**src/rtl/periph_tree_pkg.sv**
```systemverilog
package periph_tree_pkg;

    typedef enum logic [1:0] {
        TM_NORMAL = 2'd0,
        TM_NAND   = 2'd1,
        TM_XNOR   = 2'd2
    } tree_mode_e;

    typedef struct packed {
        logic [2:0] mode;
        logic       tclk;
        logic       sel_a;
        logic       sel_b;
    } strap_t;

    localparam logic [2:0] TREE_MODE_CODE = 3'b111;

    function automatic tree_mode_e decode_straps(input strap_t s);
        tree_mode_e m;
        m = TM_NORMAL;
        if (s.mode == TREE_MODE_CODE && !s.tclk) begin
            if (!s.sel_a && s.sel_b)
                m = TM_NAND;
            else if (s.sel_a && !s.sel_b)
                m = TM_XNOR;
        end
        return m;
    endfunction

    function automatic logic tree_cell(input logic prev, input logic pin,
                                       input logic use_xnor);
        return use_xnor ? ~(prev ^ pin) : ~(prev & pin);
    endfunction

endpackage

```
**src/rtl/strap_capture.sv**
```systemverilog
module strap_capture
    import periph_tree_pkg::*;
(
    input  logic       clk,
    input  logic       rst,
    input  strap_t     straps,
    output tree_mode_e mode_q
);

    always_ff @(posedge clk) begin
        if (rst)
            mode_q <= decode_straps(straps);
    end


    mode_hold_chk: assert property (@(posedge clk) disable iff (rst)
        1'b1 |=> $stable(mode_q));


    mode_legal_chk: assert property (@(posedge clk) disable iff (rst)
        mode_q != tree_mode_e'(2'd3));

endmodule

```
**src/rtl/tree_chain.sv**
```systemverilog
module tree_chain
    import periph_tree_pkg::*;
#(
    parameter int LEN = 8
) (
    input  logic           clk,
    input  logic           rst,
    input  logic           use_xnor,
    input  logic           seed,
    input  logic [LEN-1:0] pins,
    output logic           tap
);

    localparam logic LEN_ODD = LEN[0];

    logic [LEN:0] stage;

    assign stage[0] = seed;

    generate
        for (genvar k = 0; k < LEN; k++) begin : g_cell
            assign stage[k+1] = tree_cell(stage[k], pins[k], use_xnor);
        end
    endgenerate

    assign tap = stage[LEN];


    xnor_parity_chk: assert property (@(posedge clk) disable iff (rst)
        use_xnor |-> (tap == (seed ^ (^pins) ^ LEN_ODD)));


    nand_all_ones_chk: assert property (@(posedge clk) disable iff (rst)
        (!use_xnor && (&pins)) |-> (tap == (seed ^ LEN_ODD)));

endmodule

```
**src/rtl/pad_override.sv**
```systemverilog
module pad_override
    import periph_tree_pkg::*;
#(
    parameter int NUM_PADS = 8
) (
    input  tree_mode_e          mode,
    input  logic                tap_a,
    input  logic                tap_b,
    input  logic                func_irq,
    input  logic                func_tout,
    input  logic [NUM_PADS-1:0] func_oe,
    output logic                irq_out,
    output logic                tout_out,
    output logic [NUM_PADS-1:0] pad_oe
);

    logic tree_on;

    always_comb begin
        tree_on = (mode == TM_NAND) || (mode == TM_XNOR);
        if (tree_on) begin
            irq_out  = tap_a;
            tout_out = tap_b;
            pad_oe   = '0;
        end else begin
            irq_out  = func_irq;
            tout_out = func_tout;
            pad_oe   = func_oe;
        end
    end

endmodule

```
**src/rtl/periph_tree_ctrl.sv**
```systemverilog
module periph_tree_ctrl
    import periph_tree_pkg::*;
#(
    parameter int LEN_A    = 24,
    parameter int LEN_B    = 20,
    parameter int NUM_PADS = 48
) (
    input  logic                clk,
    input  logic                rst,
    input  logic [2:0]          strap_mode,
    input  logic                strap_tclk,
    input  logic                strap_sel_a,
    input  logic                strap_sel_b,
    input  logic                seed_a,
    input  logic                seed_b,
    input  logic [LEN_A-1:0]    pins_a,
    input  logic [LEN_B-1:0]    pins_b,
    input  logic                func_irq,
    input  logic                func_tout,
    input  logic [NUM_PADS-1:0] func_oe,
    output logic                irq_out,
    output logic                tout_out,
    output logic [NUM_PADS-1:0] pad_oe,
    output logic [1:0]          test_mode
);

    strap_t     straps;
    tree_mode_e mode_q;
    logic       use_xnor;
    logic       tap_a;
    logic       tap_b;

    assign straps = '{mode: strap_mode, tclk: strap_tclk,
                      sel_a: strap_sel_a, sel_b: strap_sel_b};

    strap_capture u_straps (
        .clk    (clk),
        .rst    (rst),
        .straps (straps),
        .mode_q (mode_q)
    );

    assign use_xnor = (mode_q == TM_XNOR);

    tree_chain #(.LEN(LEN_A)) u_chain_a (
        .clk      (clk),
        .rst      (rst),
        .use_xnor (use_xnor),
        .seed     (seed_a),
        .pins     (pins_a),
        .tap      (tap_a)
    );

    tree_chain #(.LEN(LEN_B)) u_chain_b (
        .clk      (clk),
        .rst      (rst),
        .use_xnor (use_xnor),
        .seed     (seed_b),
        .pins     (pins_b),
        .tap      (tap_b)
    );

    pad_override #(.NUM_PADS(NUM_PADS)) u_pads (
        .mode      (mode_q),
        .tap_a     (tap_a),
        .tap_b     (tap_b),
        .func_irq  (func_irq),
        .func_tout (func_tout),
        .func_oe   (func_oe),
        .irq_out   (irq_out),
        .tout_out  (tout_out),
        .pad_oe    (pad_oe)
    );

    assign test_mode = mode_q;


    tree_pads_off_chk: assert property (@(posedge clk) disable iff (rst)
        (test_mode != 2'd0) |-> (pad_oe == '0));


    normal_pass_chk: assert property (@(posedge clk) disable iff (rst)
        (test_mode == 2'd0) |-> (irq_out == func_irq && tout_out == func_tout
                                 && pad_oe == func_oe));


    tree_observe_chk: assert property (@(posedge clk) disable iff (rst)
        (test_mode != 2'd0) |-> (irq_out == tap_a && tout_out == tap_b));

endmodule

```
**config.mk**
```make
export PLATFORM = sky130hd
export DESIGN_NAME = periph_tree_ctrl
export DESIGN_NICKNAME = d
export VERILOG_FILES = /design/src/rtl/periph_tree_pkg.sv /design/src/rtl/strap_capture.sv /design/src/rtl/tree_chain.sv /design/src/rtl/pad_override.sv /design/src/rtl/periph_tree_ctrl.sv
export SDC_FILE = /design/constraint.sdc
export NUM_CORES = 1
export LEC_CHECK = 0
export ABC_AREA = 0
export CORE_MARGIN = 10
export CORE_UTILIZATION = 30
export CTS_BUF_LIST = sky130_fd_sc_hd__clkbuf_2 sky130_fd_sc_hd__clkbuf_4 sky130_fd_sc_hd__clkbuf_8
export CTS_CLUSTER_DIAMETER = 60
export DETAILED_ROUTE_END_ITERATION = 12
export PLACE_DENSITY = 0.9
export SLEW_MARGIN = 40
export SYNTH_ARGS = -nofsm -noshare
export SYNTH_HDL_FRONTEND = slang
export SYNTH_SLANG_ARGS = --single-unit
```
**constraint.sdc**
```tcl
create_clock -name clk -period 17.1 [get_ports clk]
set_clock_uncertainty 0.1 [all_clocks]
set_input_delay 2.565 -clock clk [delete_from_list [all_inputs] [get_ports clk]]
set_output_delay 2.565 -clock clk [all_outputs]
set_load 0.005 [all_outputs]
```
* Word level (Yosys, flattened, before mapping) *
Cells that the tools add are included.

storage, ports and cells
  input bits = 104
  register bits after elaboration = 2
  logic and storage cells = 239

operators by class
  bitwise logic cells = 177
  multiplexer cells = 49
  reductions and logical operators = 8
  equal/unequal tests = 3

operators with widths
  operator              number
  $not A1 Y1            89
  $mux W48              1
  $mux W1               47
  $and A1 B1 Y1         44
  $xor A1 B1 Y1         44
  $eq A3 B3 Y1 const B  1
  $logic_and A1 B1 Y1   3
  $logic_not A1 Y1      3
  $eq A2 B1 Y1 const B  1
  $eq A2 B2 Y1 const B  1
  $mux W2               1
  $reduce_or A2 Y1      1
  $logic_or A1 B1 Y1    1

* Logic depth before layout (Yosys ltp) *
  depth in word-level cells = 73
  depth in mapped cells = 52
  gate-level depth less buffers = 50

* Hierarchy *
Synthesis repeated with hierarchy kept, for this count alone.

second synthesis, totals
  cell total of the unflattened synthesis = 155
  area total of the unflattened synthesis = 1,575.3 µm²

by module, submodules not included
  module                   instances  cells each  area an instance (µm²)  seq. area each (µm²)
  tree_chain at u_chain_a  1          51          591.8                   0.0
  tree_chain at u_chain_b  1          42          473.0                   0.0
  pad_override             1          56          387.9                   0.0
  strap_capture            1          5           108.9                   60.1
  periph_tree_ctrl         1          1           13.8                    0.0

* Least setup slack after synthesis *
No wires, ideal clock.

  kind = input -> output
  start point = in seed_a
  end point = out irq_out
  setup slack = 2.908 ns
  path buffers = 0
  stages = 49
  required time = 14.435 ns
  arrival = 11.527 ns
  path through = ha_1 > mux2i_1 > ha_1 > mux2i_1 > ha_1 > mux2i_1 > ha_1 > mux2i_1 > ha_1 > mux2i_1 > ha_1 > mux2i_1 > ha_1 > mux2i_1 > ha_1 > mux2i_1 > ha_1 > mux2i_1 > [13 not listed] > mux2i_1 > ha_1 > mux2i_1 > ha_1 > mux2i_1 > ha_1 > mux2i_1 > ha_1 > mux2i_1 > ha_1 > mux2i_1 > ha_1 > mux2i_1 > ha_1 > mux2i_1 > ha_1 > mux2_4 > o21ai_2

between the ends
  longest elaborated chain between the ends = 73
  elaborated cells between the ends (all ways) = 121

ends and longest elaborated chain
  what                                            RTL line                text
  from (decl)                                     periph_tree_ctrl.sv:14  input logic seed_a,
  $and A1 B1 Y1 or $xor A1 B1 Y1 (tied branches)  periph_tree_pkg.sv:32   return use_xnor ? ~(prev ^ pin) : ~(prev & pin);
  $not A1 Y1                                      periph_tree_pkg.sv:32
  $mux W1 (*)                                     periph_tree_pkg.sv:32
  $and A1 B1 Y1 or $xor A1 B1 Y1 (tied branches)  periph_tree_pkg.sv:32
  $not A1 Y1                                      periph_tree_pkg.sv:32
  $mux W1 (*)                                     periph_tree_pkg.sv:32
  $and A1 B1 Y1 or $xor A1 B1 Y1 (tied branches)  periph_tree_pkg.sv:32
  $not A1 Y1                                      periph_tree_pkg.sv:32
  [57 not listed]                                 -
  $mux W1 (*)                                     periph_tree_pkg.sv:32
  $and A1 B1 Y1 or $xor A1 B1 Y1 (tied branches)  periph_tree_pkg.sv:32
  $not A1 Y1                                      periph_tree_pkg.sv:32
  $mux W1 (*)                                     periph_tree_pkg.sv:32
  $and A1 B1 Y1 or $xor A1 B1 Y1 (tied branches)  periph_tree_pkg.sv:32
  $not A1 Y1                                      periph_tree_pkg.sv:32
  $mux W1 (*)                                     periph_tree_pkg.sv:32
  $mux W1 (*)                                     pad_override.sv:21      if (tree_on) begin
  to (decl)                                       periph_tree_ctrl.sv:21  output logic irq_out,

Mark *: on every way between the ends. The rest lies on a longest branch, timed or not.

* Worst setup path after layout *
Same ends and word-level chain as after synthesis.

==> impl_metrics.py <==
metrics = {
    "detailed_routing": {
        "drc_errors": 0,
        "wl_per_cell_um": 16.57,
        "firstDrtPassIters": 4,
        "vias": 1655,
        "vias_per_cell": 4.437,
        "routed_wl_mm": 6.179,
        "ant_nets": 0,
        "drtIter0Drc": 25,
    },
    "global_routing": {
        "grt_pass1_vias": 1742,
        "grt_max_degree": 53,
        "grt_overflow": 0,
        "antenna_found_initial": 0,
        "track_usage_pct": 14.13,
        "grt_pass1_wl_mm": 9.563,
    },
    "timing": {
        "holdWs_ps": 2895,
        "fin_crit_ps": 15790,
        "timing.fmax_mhz": 63.35,
        "rsz0062_at_grt": "no",
        "setup_tns_ps": 0,
        "setup_violations": 0,
        "fin_crit_sh_pct": 92.32,
        "hold_viol_final": 0,
        "finalMaxSlewViolations": 0,
        "slew_headroom_pct": 54.30,
        "tightest_slew_ps": 685.5,
    },
    "yosys": {
        "synth_nets": 306,
        "synth_cell_types": 12,
        "async_reset_ff_share_pct": 0,
        "ys_warn_count": 0,
        "ys_seq_area_share_pct": 3.983,
        "ys_ff_latch": 2,
        "ys_top_cells_by_count": "48 x and2_1, 45 x ha_1, 42 x mux2i_1",
        "netlist.area_leader.share_pct": 37.34,
        "synthesis.area_mm2": 0.001508,
        "synth.most_common_cell": "and2_1",
        "yosys-top-cells-area": "ha_1 37%, mux2i_1 28%, and2_1 20%",
        "yosysTopAreaCell": "ha_1",
        "synth_edf_count": 2,
        "syn_area_per_cell_um2": 9.603,
        "ys.flop_type": "edfxtp_1",
        "netlist_instances": 157,
    },
    "cells_and_area": {
        "drive_gt1_share_pct": 2.941,
        "largest_register_ffs": 2,
        "areaGrowthSynthToFinish_pct": 106.5,
        "antennaDiodeCount": 0,
        "nets": 457,
        "top_register": "u_straps.mode_q",
        "reg_top3": "u_straps.mode_q: 2 flops",
        "final_util_pct": 65.05,
    },
    "worst_setup_path": {
        "critPathMaxFanout": 1,
        "critPathArrivalTime_ps": 13120,
        "worst_path_largest_cell_delay_ps": 540,
        "crit_path_start": "seed_a",
        "crit_type": "primary input to primary output",
        "critPathRequiredTime_ps": 14440,
        "crit_path_end_kind": "primary output",
        "start_kind": "primary input",
        "critPathSlowestCell": "clkdlybuf4s50_1",
        "crit_top_cell": "ha_1",
    },
    "floorplan": {
        "initial_core_util_pct": 31.50,
        "die_area_mm2": 0.008261,
        "die_y_um": 90.89,
        "core_area_mm2": 0.004786,
        "die_x_um": 90.89,
        "num_io_pins": 156,
        "rows": 25,
    },
    "placed_design": {
        "io_buffers": 155,
        "hpwl_mm": 5.603,
        "place.gp.congestion": 0.6926,
    },
    "power_and_ir_drop": {
        "irDropWorstVdd_v": 0.00002125,
        "p_leak_nw": 1.283,
        "p_per_area_mw_per_mm2": 37.44,
    },
    "clocking": {
        "cts_made_buffers": 3,
        "cts_tree": "done",
        "htree_num_levels": 1,
        "cts-resized-gates": 0,
        "hold_buffers": 0,
        "cts_setup_buffers": 0,
        "cts_root_buf": "clkbuf_8",
        "clk_pin_slew_ps": 30,
        "cts_sinks": 2,
        "cts_max_path_buffers": 2,
    },
    "outcome": {
        "status": "completed",
    },
    "hold_path": {
        "hp-start": "rst",
        "hp-class": "primary input to flop",
        "min_path_cells": 1,
    },
    "run": {
        "cap_violations": 0,
    },
}
[power breakdown]
group / leakage, nW / internal, W / total (W) / switching (W)
clock: 0.0216 / 0.0000148 / 0.0000181 / 0.00000330
combinational: 1.24 / 0.0000609 / 0.0000926 / 0.0000317
sequential: 0.0190 / 0.00000572 / 0.00000586 / 0.000000141
total: 1.28 / 0.0000814 / 0.000117 / 0.0000351
[logic make-up after synthesis]
family	after synthesis	synth area share, %
adder cells (fa/ha/maj)	45	37.34
AND/OR/NAND/NOR	53	21.99
flip-flops	2	3.984
AO/OA/AOI/OAI	2	1.162
multiplexers	44	29.88
buffers and inverters	11	5.642
[per-layer routing]
metal | up-vias | GRT usage (%) | share of wire [%]
li1 | 859 | - | -
met1 | 698 | 15.22 | 39
met2 | 94 | 25.42 | 50
met3 | 4 | 4.904 | 9.9
met4 | 0 | 3.916 | 1.3
met5 | - | 0 | 0
[worst paths after layout]
path / endpoint / slack [ps]
max: irq_out / 1310
min: u_straps.mode_q[1] / 2900
[stage by stage]
| step | power (W) | worst slack, ps | std cells | instance area, um^2 |
|---|---|---|---|---|
| final | 0.0001166 | 1314 | 373 | 3113 |
| after global routing | 0.0001294 | 369.2 | 373 | 3113 |
| after CTS | 0.0001194 | 1149 | 373 | 3113 |
| after detailed placement | 0.0001000 | 1204 | 370 | 3072 |
| after global placement | 0.00009683 | 1543 | 370 | 3072 |
| after floorplan | 0.00004813 | 2908 | 157 | 1508 |
[cell usage in the layout, fill, tap and decap left out]
cell type        Yosys  layout
inv_1                1       1
nor3b_1              2       2
ha_1                45      44
and2_1              48      48
mux2_4               2       2
o21ai_2              2       2
mux2i_1             42      42
nand2_1              2       2
nand4b_1             1       1
buf_4                0       1
ha_2                 0       1
clkbuf_8             0       3
clkdlybuf4s50_1      0     155
edfxtp_1             2       2
[cell type report]
cell class,instances,area (um^2)
multi-input cells,144,1365
well taps,67,83.83
fillers,406,1673
repair buffers,156,1559
clock buffers,3,41.29
inverters,1,3.754
flip-flops and latches,2,60.06
[critical path, delay by kind of cell]
family	cells	cell delay, ps
adders and majority gates	24	5990
buffers and inverters	2	940
AOI/OAI and AO/OA	1	100
muxes	24	3520
Note: power is estimated with default switching activity, not from simulation.
